<file path="config.mk">
export PLATFORM = sky130hd
export DESIGN_NAME = gpio_edge_port
export DESIGN_NICKNAME = d
export VERILOG_FILES = /design/src/rtl/gpio_edge_pkg.sv /design/src/rtl/gpio_sync.sv /design/src/rtl/gpio_edge_detect.sv /design/src/rtl/gpio_regs.sv /design/src/rtl/gpio_edge_port.sv
export SDC_FILE = /design/constraint.sdc
export NUM_CORES = 1
export LEC_CHECK = 0
export BUFFER_PORTS_ARGS = -buffer_cell sky130_fd_sc_hd__buf_2
export CORE_ASPECT_RATIO = 0.5
export CORE_MARGIN = 1.5
export CORE_UTILIZATION = 46
export DETAILED_ROUTE_END_ITERATION = 12
export PLACE_DENSITY = 0.78
export REMOVE_ABC_BUFFERS = 1
export SLEW_MARGIN = 40
export SYNTH_ARGS = -nofsm -noshare
export SYNTH_HDL_FRONTEND = slang
export SYNTH_HIERARCHICAL = 1
export SYNTH_SLANG_ARGS = --single-unit
</file>
<file path="constraint.sdc">
create_clock -name clk -period 2.3 [get_ports clk]
set_input_delay 0.115 -clock clk [delete_from_list [all_inputs] [get_ports clk]]
set_output_delay 0.115 -clock clk [all_outputs]
set_load 0.05 [all_outputs]
</file>
<file path="src/rtl/gpio_edge_pkg.sv">
package gpio_edge_pkg;
  localparam int REG_AW = 3;

  typedef enum logic [REG_AW-1:0] {
    REG_DIR  = 3'd0,
    REG_DOUT = 3'd1,
    REG_DIN  = 3'd2,
    REG_POL  = 3'd3,
    REG_IEN  = 3'd4,
    REG_PEND = 3'd5
  } gpio_reg_e;
endpackage

</file>
<file path="src/rtl/gpio_sync.sv">
// Multi-stage synchronizer plus one history flop for edge detection.
module gpio_sync #(
  parameter int W      = 8,
  parameter int STAGES = 2
) (
  input  logic         clk,
  input  logic         rst,
  input  logic [W-1:0] async_in,
  output logic [W-1:0] level,
  output logic [W-1:0] level_prev
);
  localparam int DEPTH = STAGES + 1;

  logic [W-1:0] chain [DEPTH];

  always_ff @(posedge clk) begin
    if (rst) begin
      for (int i = 0; i < DEPTH; i++) chain[i] <= '0;
    end else begin
      chain[0] <= async_in;
      for (int i = 1; i < DEPTH; i++) chain[i] <= chain[i-1];
    end
  end

  assign level      = chain[STAGES-1];
  assign level_prev = chain[STAGES];
endmodule

</file>
<file path="src/rtl/gpio_edge_detect.sv">
// Per-pin edge qualification: polarity select, input-only, enable gate.
module gpio_edge_detect #(
  parameter int W = 8
) (
  input  logic [W-1:0] level,
  input  logic [W-1:0] level_prev,
  input  logic [W-1:0] fall_sel,
  input  logic [W-1:0] is_output,
  input  logic [W-1:0] enable,
  output logic [W-1:0] hit
);
  for (genvar g = 0; g < W; g++) begin : g_pin
    logic rise_g, fall_g, edge_g;
    assign rise_g  =  level[g] & ~level_prev[g];
    assign fall_g  = ~level[g] &  level_prev[g];
    assign edge_g  = fall_sel[g] ? fall_g : rise_g;
    assign hit[g]  = edge_g & ~is_output[g] & enable[g];
  end
endmodule

</file>
<file path="src/rtl/gpio_regs.sv">
// Register file, sticky pending bits, interrupt combine and read mux.
module gpio_regs
  import gpio_edge_pkg::*;
#(
  parameter int W = 8
) (
  input  logic              clk,
  input  logic              rst,
  input  logic [REG_AW-1:0] bus_addr,
  input  logic              bus_we,
  input  logic [W-1:0]      bus_wdata,
  input  logic [W-1:0]      din,
  input  logic [W-1:0]      hit,
  output logic [W-1:0]      dir_q,
  output logic [W-1:0]      dout_q,
  output logic [W-1:0]      pol_q,
  output logic [W-1:0]      ien_q,
  output logic [W-1:0]      pend_q,
  output logic [W-1:0]      rdata_q,
  output logic              irq_q
);
  logic [W-1:0] clr;
  logic [W-1:0] rd_mux;

  assign clr = (bus_we && bus_addr == REG_PEND) ? bus_wdata : '0;

  always_comb begin
    case (bus_addr)
      REG_DIR:  rd_mux = dir_q;
      REG_DOUT: rd_mux = dout_q;
      REG_DIN:  rd_mux = din;
      REG_POL:  rd_mux = pol_q;
      REG_IEN:  rd_mux = ien_q;
      REG_PEND: rd_mux = pend_q;
      default:  rd_mux = '0;
    endcase
  end

  always_ff @(posedge clk) begin
    if (rst) begin
      dir_q   <= '0;
      dout_q  <= '0;
      pol_q   <= '0;
      ien_q   <= '0;
      pend_q  <= '0;
      rdata_q <= '0;
      irq_q   <= 1'b0;
    end else begin
      if (bus_we) begin
        case (bus_addr)
          REG_DIR:  dir_q  <= bus_wdata;
          REG_DOUT: dout_q <= bus_wdata;
          REG_POL:  pol_q  <= bus_wdata;
          REG_IEN:  ien_q  <= bus_wdata;
          default: ;
        endcase
      end
      pend_q  <= (pend_q & ~clr) | hit;
      irq_q   <= |(pend_q & ien_q);
      rdata_q <= rd_mux;
    end
  end
endmodule

</file>
<file path="src/rtl/gpio_edge_port.sv">
module gpio_edge_port
  import gpio_edge_pkg::*;
#(
  parameter int NPINS       = 8,
  parameter int SYNC_STAGES = 2
) (
  input  logic              clk,
  input  logic              rst,
  input  logic [REG_AW-1:0] bus_addr,
  input  logic              bus_we,
  input  logic [NPINS-1:0]  bus_wdata,
  output logic [NPINS-1:0]  bus_rdata,
  input  logic [NPINS-1:0]  pin_in,
  output logic [NPINS-1:0]  pin_out,
  output logic [NPINS-1:0]  pin_oe,
  output logic              irq
);
  logic [NPINS-1:0] level, level_prev, hit;
  logic [NPINS-1:0] dir_q, dout_q, pol_q, ien_q, pend_q;

  gpio_sync #(.W(NPINS), .STAGES(SYNC_STAGES)) u_sync (
    .clk(clk), .rst(rst), .async_in(pin_in),
    .level(level), .level_prev(level_prev)
  );

  gpio_edge_detect #(.W(NPINS)) u_edge (
    .level(level), .level_prev(level_prev), .fall_sel(pol_q),
    .is_output(dir_q), .enable(ien_q), .hit(hit)
  );

  gpio_regs #(.W(NPINS)) u_regs (
    .clk(clk), .rst(rst), .bus_addr(bus_addr), .bus_we(bus_we),
    .bus_wdata(bus_wdata), .din(level), .hit(hit),
    .dir_q(dir_q), .dout_q(dout_q), .pol_q(pol_q), .ien_q(ien_q),
    .pend_q(pend_q), .rdata_q(bus_rdata), .irq_q(irq)
  );

  assign pin_oe  = dir_q;
  assign pin_out = dout_q;
endmodule

</file>
==> results.md, run 1 <==
* Worst r2r path cells at 4
* Top area cells in the synthesized netlist: dfxtp_1 46%, nand2_1 7.3%, a21oi_1 6.6%
* Commonest cells post-synth: 73 x dfxtp_1, 62 x nand2_1, 42 x a21oi_1
* Synth-to-Final Area Change at 16.7%
* DPL Wire Length at 4460 um
* Register Area at 1460 um2
* DRT Pass-1 Iters at 5
* First-pass GRT wire length at 10600 um
* Post-synthesis async set-or-reset flop share at 0%
* Routed via count at 2447
* Max Cap Violations at 0
* Hold Crit Start: bus_wdata[4]
* Most frequent cell on the critical path: nand2_1
* CP Depth at 5
* Post-route DRC at 0
* Initial Util at 47.6%
* Detailed Route Iter0 Violations at 202
* Initial antenna violation count at 0
* Clock transition at path regs at 0.06 ns
* Crit. Startpoint: bus_addr[0]
* EDFF count, synth at 0
* Setup CP Type: in -> reg
* Post-detailed-route count of antenna-violating nets at 0
* Vias per inst at 5.17
* CP Max Fanout at 25
* Leakage power at 1.42 nW
* Synth area leader: dfxtp_1
* CP required at 2.56 ns
* Wire per inst at 14.4 um
* Worst Max-Slew Pin Slew at 0.655 ns
* CP endpoint: u_regs/dout_q[1]
* Final Hold Fails at 0
* RSZ-0062 raised after global routing: no
* GRT Overall Usage at 18.8%
* Root Driver: clkbuf_16
* Filler cell count at 566
* I/O pins at 47
* # hold bufs at CTS at 8
* Layout cells sized above 1 at 25.2%
* Buffers on Ports at 46
* WL final at 6830 um
* Worst R2R End: u_regs/pend_q[5]
* Row cnt at 21
* Final Max Slew Viols at 0
* Sequential share of the synthesized area at 45.8%
* Total CTS buffers at 9
* Fmax at 747 MHz
* Final setup fails at 0
* Tmin final at 1.34 ns
* Nets at 398
* CTS H-tree lvls at 3
* Fin worst setup slack at 0.962 ns
* Resized Gates After CTS at 0
* Reg2reg start: u_sync/chain[0][13]
* CTS tree: yes
* CP max stage delay at 0.54 ns
* CTS Buffer Depth at 2
* Post-CTS Setup Bufs at 0
* Critical-path top delay cell: nor3_2
* Flop-to-flop setup slack at 1.19 ns
* Slew margin rel. at 56.1%
* Vias in the first global route at 2140
* GP Congestion at 0.802
* Min-Delay Path Class: in -> reg
* Final period utilization at 58.2%
* Die H at 61.9 um
* Crit-path cells: buf_2, nand2_1, nor3_2, nand2_1, a21oi_1
* Cell variety after synth at 35
* Largest net degree at the start of global routing at 36
* Die Width at 121 um
* Cells after synthesis at 339
* FF+latch count, synth at 73
* Pwr dens at 805 nW/um2
* Worst-Skew Late Latency at 0.34 ns
* Final TNS setup at 0 ns
* Final Power at 3.00 mW
* Area of the multi-input gates at 1470 um2
* Peak supply drop at 0.395 mV
* Status: finished clean
* Pre-CTS WS at 0.668 ns
* Die Area at 7480 um2
* CP Capture Type: flop
* Antenna diodes at 0
* Startpoint types: input pin
* Yosys warnings at 6
* CP top delay family: simple AND/OR/NAND/NOR gates
* Main flop type after synthesis: dfxtp_1
* Skew final at 0.00559 ns
* Worst Path Arrival at 1.60 ns
* Clk sinks at 73
* Post-synth top area share at 45.8%
* Mapped Area at 3190 um2
* Core area at 6700 um2
* Buffers & Inverters on Critical Path at 1
* Syn_area_per_cell at 9.41 um2
* Top-count cell post-synth: dfxtp_1
* Gr ovfl total at 0
layout by cell type (no fill, tap or decap), types with 10 or more instances in the layout:
master and instances:
dfxtp_1 73, nand2_1 62, buf_2 46, a21oi_1 42
nor2_1 22, mux2i_1 14, nor2b_2 14, nand2b_1 10
nor2b_1 10
power by group:
| group | total [mW] | internal [mW] | switching (mW) |
|---|---|---|---|
| registers | 1.32 | 1.30 | 0.0202 |
| clock network | 1.46 | 0.943 | 0.518 |
| logic | 0.219 | 0.0880 | 0.131 |
| total | 3.00 | 2.33 | 0.669 |
cells by family (layout without fill, tap and decap cells):
logic type | after synthesis | after routing | synth area share (%)
flops | 73 | 73 | 45.8
compound gates | 61 | 61 | 11.0
mux | 24 | 24 | 9.33
simple gates | 147 | 147 | 25.6
buf+inv | 34 | 76 | 8.24
metal layers:
metal  up-vias  global-route usage [%]  part of all wire [%]  wire length [um]
met5         -                       0                     0                 0
met4         0                    9.24                   1.8               125
met3        12                    6.20                   5.8               399
met2        69                    30.0                    46              3160
met1      1161                    23.6                    46              3140
li1       1205                       -                     -                 -
state kept, by name, indices dropped and copies added, names as in the netlist:
name and count:
u_regs/pol_q 8, u_regs/ien_q 8, u_regs/irq_q 1, u_regs/rdata_q 8, u_regs/pend_q 8, u_regs/dir_q 8, u_regs/dout_q 8, u_sync/chain 24
metrics by stage:
step	area (um2)	hold slack, ns	utilization [%]	cells
after floorplan	2930	0.181	-	305
after global placement	3330	0.324	49.7	449
after detailed placement	3330	0.327	49.7	449
after CTS	3720	0.0556	55.6	473
after global routing	3720	0.0659	55.6	473
final	3720	0.0639	55.6	473
cell type report:
class	instances	share of cell area, %
clock buffer	10	6.15
timing repair buffer	60	9.88
multi-input combinational	232	39.4
tap	92	3.09
clock inverter	6	2.22
sequential	73	39.3
worst min-delay path: cells and delay by family:
| family | cells | cell delay (ns) |
|---|---|---|
| AOI/OAI and AO/OA | 1 | 0.05 |
| buffers and inverters | 1 | 0.13 |
| and+or+nand+nor | 1 | 0.06 |
worst min path at each step:
stage	cells past startpoint	end	slack (ns)
4_1_cts	2	u_regs/pol_q[3]	0.06
5_1_grt	2	u_regs/pol_q[3]	0.07
2_1_floorplan	1	u_sync/chain[0][10]	0.18
3_5_place_dp	2	u_sync/chain[0][0]	0.33
3_3_place_gp	2	u_sync/chain[0][4]	0.32
6_report	3	u_regs/dout_q[4]	0.06
Power figures use the tool's default switching activity.
==> run 2, diff against run 1 <==
--- a/config.mk
+++ b/config.mk
@@ -10,7 +10,7 @@
 export CORE_MARGIN = 1.5
 export CORE_UTILIZATION = 46
 export DETAILED_ROUTE_END_ITERATION = 12
-export PLACE_DENSITY = 0.78
+export PLACE_DENSITY = 0.8
 export REMOVE_ABC_BUFFERS = 1
 export SLEW_MARGIN = 40
 export SYNTH_ARGS = -nofsm -noshare
==> constraint.sdc (replaced) <==
create_clock -name clk -period 1.1 [get_ports clk]
set_input_delay 0.055 -clock clk [delete_from_list [all_inputs] [get_ports clk]]
set_output_delay 0.055 -clock clk [all_outputs]
set_load 0.05 [all_outputs]
==> run 2 against run 1 <==
Against the previous run:
- utilization is 7.7 points higher
- design area rose by 14%
- via count rose by 21%
- routed wire length increased by 42%
- largest power group unchanged
- die area unchanged
- largest cell class unchanged
- the flow now finishes with violations (hold timing, setup timing)
==> results.md, run 2 (synthesis results as in run 1) <==
* Status: complete, but fails checks
* Failing checks: hold timing, setup timing
* Peak supply drop at 0.698 mV (+77%)
* Final Util at 63.3% (+7.7 points)
* Slew margin rel. at 74.1% (+18 points)
* Root Driver: clkbuf_16
* Post-Place Cells at 496 (+10%)
* Most frequent cells in the layout: 62 x nand2_1, 60 x dfxtp_1, 50 x buf_4
* Detailed Route Iter0 Violations at 308 (+52%)
* CTS Buffer Depth at 2 (unchanged)
* Vias in the first global route at 2759 (+29%)
* Min-Delay Path Class: in -> reg
* DPL Wire Length at 5670 um (+27%)
* Final Max Slew Viols at 0 (unchanged)
* Hold EP: u_regs/dout_q[6]
* Core area at 6700 um2 (unchanged)
* Worst Path Arrival at 1.48 ns (-0.12 ns)
* I/O pins at 47 (unchanged)
* Layout cells sized above 1 at 38.3% (+13 points)
* GP Congestion at 0.848 (+5.8%)
* Buffers on Ports at 46 (unchanged)
* Pwr dens at 1530 nW/um2 (+90%)
* CP Max Fanout at 4 (-84%)
* CTS H-tree lvls at 3 (unchanged)
* CP required at 1.35 ns (-1.21 ns)
* Synth-to-Final Area Change at 32.9%
* Nets at 449 (+13%)
* DRT Pass-1 Iters at 6 (+1)
* Worst Max-Slew Pin Slew at 0.389 ns (-0.266 ns)
* Final period utilization at 112%
* Max Cap Violations at 0 (unchanged)
* First-pass GRT wire length at 13500 um (+28%)
* Clock transition at path regs at 0.06 ns (about the same)
* Worst r2r path cells at 4 (unchanged)
* RSZ-0062 raised after global routing: yes
* Gr ovfl total at 0 (unchanged)
* Post-route DRC at 0 (unchanged)
* Final Power at 6.48 mW (+120%)
* Hold WS at -0.000769 ns (-0.0647 ns)
* Routed via count at 2952 (+21%)
* Filler cell count at 489 (-14%)
* Worst R2R End: u_regs/pend_q[2]
* Clk sinks at 73 (unchanged)
* Leakage power at 1.70 nW (+20%)
* Tmin final at 1.23 ns
* Die Width at 121 um (unchanged)
* Row cnt at 21 (unchanged)
* Wire per inst at 18.6 um (+29%)
* Initial antenna violation count at 0 (unchanged)
* Setup CP Type: reg -> reg
* Final Hold Fails at 1 (+1)
* WHS Path Cells at 3 (unchanged)
* Largest Register: u_sync/chain
* Largest net degree at the start of global routing at 18 (-50%)
* Finished Layout Cells at 523 (+11%)
* Number of flip-flops under the largest register name at 24 (unchanged)
* Die Area at 7480 um2 (unchanged)
* Die H at 61.9 um (unchanged)
* Initial Util at 47.6% (unchanged)
* Hold Crit Start: bus_wdata[6]
* CP Capture Type: flop
* GRT Overall Usage at 24.4% (+5.6 points)
* WL final at 9730 um (+42%)
* Total CTS buffers at 9 (unchanged)
* Final setup fails at 4 (+4)
* Vias per inst at 5.64 (+9.1%)
* Fmax at 812 MHz
* Post-detailed-route count of antenna-violating nets at 0 (unchanged)
* Most common cell after layout, fill and taps aside: nand2_1
* Worst-Skew Late Latency at 0.35 ns (about the same)
* Startpoint types: flop
* CTS tree: yes
* Flop-to-flop setup slack at -0.13 ns (-1.32 ns)
* Skew final at 0.00899 ns (+0.00340 ns)
* Antenna diodes at 0 (unchanged)
* Reg2reg start: u_regs/pol_q[2]
* Fin worst setup slack at -0.131 ns (-1.09 ns)
-- run 2: cell types whose count changed in the layout (fill, tap and decap cells not counted), sizes merged --
cell / before / now
buf: 52 / 99
clkbuf: 10 / 12
clkinv: 3 / 2
dlygate4sd3: 8 / 10
-- run 2: through the flow --
stage	area, um2	TNS (ns)	setup WS [ns]	hold slack [ns]
finish	4240	-0.222	-0.131	-0.000769
global route	4240	-0.304	-0.154	0.0137
CTS	4160	0	0.00509	0.00652
detailed placement	3750	-3.37	-0.145	0.270
global placement	3750	-1.70	-0.0907	0.260
floorplan	2930	-0.893	-0.138	0.121
-- run 2: repair_timing --
action / CTS / global route
endpoints found under the hold margin: 10 / 0
endpoints found under the setup margin: 2 / 16
resized for setup: 2 / 27
buffers inserted: 0 / 2
pin swaps: 0 / 6
hold buffers: 10 / 0
-- run 2: report_power, final --
| group | internal [mW] | switching (mW) |
|---|---|---|
| Clock | 1.97 | 1.12 |
| Sequential | 2.72 | 0.0436 |
| Combinational | 0.294 | 0.345 |
-- run 2: worst max path at each step --
stage | start | end | depth (start not counted)
3_3_place_gp | bus_addr[2] | u_regs/ien_q[7] | 6
3_5_place_dp | bus_addr[2] | u_regs/ien_q[5] | 6
5_1_grt | u_sync/chain[0][10] | u_regs/pend_q[2] | 4
6_report | u_regs/pol_q[2] | u_regs/pend_q[2] | 4
4_1_cts | u_regs/dir_q[3] | pin_oe[3] | 2
2_1_floorplan | u_regs/dout_q[4] | u_regs/rdata_q[4] | 3
-- run 2: metal layers --
layer  global-route usage (%)  vias up  routed length (um)
met2                     40.5      183                4430
met4                     14.6        0                 469
met5                        0        -                   0
met3                     8.67       60                 897
met1                     28.4     1395                3930
li1                         -     1314                   -
-- run 2: area by class of cell --
type	count	area, um2	area share (%)
multi-input combinational	232	1500	35.3
sequential	73	1480	34.8
timing repair buffer	111	838	19.8
clock buffer	10	229	5.40
tap	92	115	2.71
clock inverter	5	81.3	1.92
-- run 2: critical path, cell delays in order (launching register included) --
cell,delay [ns]
dfxtp_2,0.33
or3b_1,0.38
a21oi_2,0.16
a21oi_1,0.06
nor2_1,0.20
==> run 3, diff against run 2 <==
--- a/config.mk
+++ b/config.mk
@@ -6,11 +6,14 @@
 export NUM_CORES = 1
 export LEC_CHECK = 0
 export BUFFER_PORTS_ARGS = -buffer_cell sky130_fd_sc_hd__buf_2
+export CAP_MARGIN = 20
+export CELL_PAD_IN_SITES_DETAIL_PLACEMENT = 1
+export CELL_PAD_IN_SITES_GLOBAL_PLACEMENT = 2
 export CORE_ASPECT_RATIO = 0.5
 export CORE_MARGIN = 1.5
-export CORE_UTILIZATION = 46
+export CORE_UTILIZATION = 31
 export DETAILED_ROUTE_END_ITERATION = 12
-export PLACE_DENSITY = 0.8
+export PLACE_DENSITY = 0.85
 export REMOVE_ABC_BUFFERS = 1
 export SLEW_MARGIN = 40
 export SYNTH_ARGS = -nofsm -noshare
==> run 3 against run 2 <==
Against the previous run:
- the run now ends clean
- critical path depth decreased by 3
- sequential cell count unchanged
- sequential share of layout area increased by 0.50 points
- via count decreased by 11%
- critical endpoint is now pin_oe[1]
- design area decreased by 1.5%
- largest power group unchanged
==> results.md, run 3 (synthesis results as in run 1) <==
* Total CTS buffers at 9 (unchanged)
* CTS Buffer Depth at 2 (unchanged)
* Gr ovfl total at 0 (unchanged)
* Die H at 74.7 um (+21%)
* CP Max Fanout at 4 (unchanged)
* Skew final at 0.00358 ns (-0.00541 ns)
* Core area at 9730 um2 (+45%)
* Final Max Slew Viols at 0 (unchanged)
* Tmin final at 1.07 ns (-0.158 ns)
* I/O pins at 47 (unchanged)
* Setup CP Type: reg -> out
* Clk sinks at 73 (unchanged)
* Met2 wire len at 4260 um (-3.7%)
* Row cnt at 25 (+19%)
* Initial Util at 32.8% (-15 points)
* Most frequent cells in the layout: 62 x nand2_1, 61 x dfxtp_1, 52 x buf_4
* GRT Overall Usage at 17.4% (-7.1 points)
* DRT Pass-1 Iters at 4 (-2)
* Min-Delay Path Class: in -> reg
* CTS tree: yes
* Largest net degree at the start of global routing at 35 (+17)
* DPL Wire Length at 6420 um (+13%)
* Final TNS setup at 0 ns (+0.222 ns)
* Routed via count at 2631 (-11%)
* Largest Register: u_sync/chain
* Comb pwr share at 9.3% (-0.6 points)
* Max Cap Violations at 0 (unchanged)
* Clock transition at path regs at 0.06 ns (about the same)
* Vias in the first global route at 2692 (-2.4%)
* CP max stage delay at 0.39 ns (about the same)
* Filler cell count at 1135 (+130%)
* RSZ-0062 raised after global routing: yes
* Sw frac at 23.3% (+0.078 points)
* Detailed Route Iter0 Violations at 105 (-66%)
* Startpoint types: flop
* Post-Place Cells at 536 (+8.1%)
* CP Capture Type: output port
* CP required at 1.04 ns (-0.31 ns)
* Worst Max-Slew Pin Slew at 0.315 ns (-0.0733 ns)
* Pwr dens at 1480 nW/um2 (-3.3%)
* Buffers on Ports at 46 (unchanged)
* CP top delay family: flip-flops
* Slew margin rel. at 79.0% (+4.9 points)
* Clock power share at 46.1% (-1.5 points)
* Status: finished clean
* Root Driver: clkbuf_16
* Buffers & Inverters on Critical Path at 1 (+1)
* P_int at 4.74 mW (-4.8%)
* Leakage power at 1.66 nW (-2.5%)
* Number of flip-flops under the largest register name at 24 (unchanged)
* GP Congestion at 0.734 (-13%)
* Antenna diodes at 0 (unchanged)
* Final Hold Fails at 0 (-1)
* Initial antenna violation count at 0 (unchanged)
* Vias per inst at 4.69 (-17%)
* Most common cell after layout, fill and taps aside: nand2_1
* Fmax at 932 MHz (+15%)
* Critical-path top delay cell: dfxtp_1
* Met1 Wirelength at 4280 um (+8.9%)
* Synth-to-Final Area Change at 30.9%
* CTS H-tree lvls at 3 (unchanged)
* Net Switching at 1.44 mW (-4.4%)
* Final period utilization at 97.5% (-14 points)
* Die Width at 146 um (+21%)
* Layout cells sized above 1 at 38.5% (+0.21 points)
* Fin worst setup slack at 0.0272 ns (+0.158 ns)
* Crit-path cells: buf_2
* First-pass GRT wire length at 14400 um (+6.6%)
* Peak supply drop at 0.632 mV (-9.6%)
* Metal3 WL at 281 um (-69%)
* Finished Layout Cells at 561 (+7.3%)
* Post-detailed-route count of antenna-violating nets at 0 (unchanged)
* Post-route DRC at 0 (unchanged)
* Final Power at 6.18 mW (-4.8%)
* Worst Path Arrival at 1.02 ns (-0.46 ns)
* Nets at 443 (-1.3%)
* Die Area at 10900 um2 (+46%)
* Worst-Skew Late Latency at 0.34 ns (about the same)
* Hold WS at 0.0138 ns (+0.0146 ns)
* Final setup fails at 0 (-4)
* Share of power burned in registers at 44.6% (+2.1 points)
* WL final at 8930 um (-8.2%)
* Max layer used: met4
* Wire per inst at 15.9 um (-14%)
* Pre-CTS WS at -0.151 ns (-0.00592 ns)
[run 3: final timing paths]
kind | slack (ns) | cells after the start | end | startpoint
hold reg to reg | 0.43 | 1 | u_sync/chain[0][9] | u_sync/chain[0][1]
hold / removal | 0.01 | 3 | u_regs/dout_q[7] | bus_wdata[7]
setup reg to reg | 0.04 | 4 | u_regs/pend_q[2] | u_regs/pol_q[2]
setup / recovery | 0.03 | 1 | pin_oe[1] | u_regs/dir_q[1]
[run 3: metal layers]
metal | vias up | track usage (%)
met5 | - | 0
li1 | 1298 | -
met1 | 1293 | 20.8
met3 | 10 | 5.58
met2 | 30 | 30.5
met4 | 0 | 5.16
[run 3: final cells by class]
class                           instances  area (um2)  area share (%)
Timing Repair Buffer                  105         733            17.6
Clock inverter                          2        10.0           0.240
Tap cell                              135         169            4.04
Multi-Input combinational cell        232        1500            36.0
Sequential cell                        73        1480            35.4
Clock buffer                           14         284            6.80
[run 3: what timing repair did]
action                                 CTS  global route
endpoints found under the hold margin    8             0
pin swaps                                2             2
gates resized for setup                  8            22
hold buffers                             8             0
setup endpoints to repair                4            13
setup buffers                            1             0
[run 3: power groups by stage]
stage	clock network, mW	registers (mW)	logic [mW]
6_report	2.85	2.75	0.571
3_5_place_dp	0	2.81	0.531
4_1_cts	2.91	2.75	0.564
5_1_grt	3.05	2.76	0.612
2_1_floorplan	0	2.86	0.163
3_3_place_gp	0	2.81	0.524
[run 3: per-stage QoR]
step | util [%] | cell area [um2]
2_1_floorplan | - | 2930
3_3_place_gp | 38.3 | 3730
3_5_place_dp | 38.3 | 3730
4_1_cts | 42.4 | 4130
5_1_grt | 42.9 | 4180
6_report | 42.9 | 4180
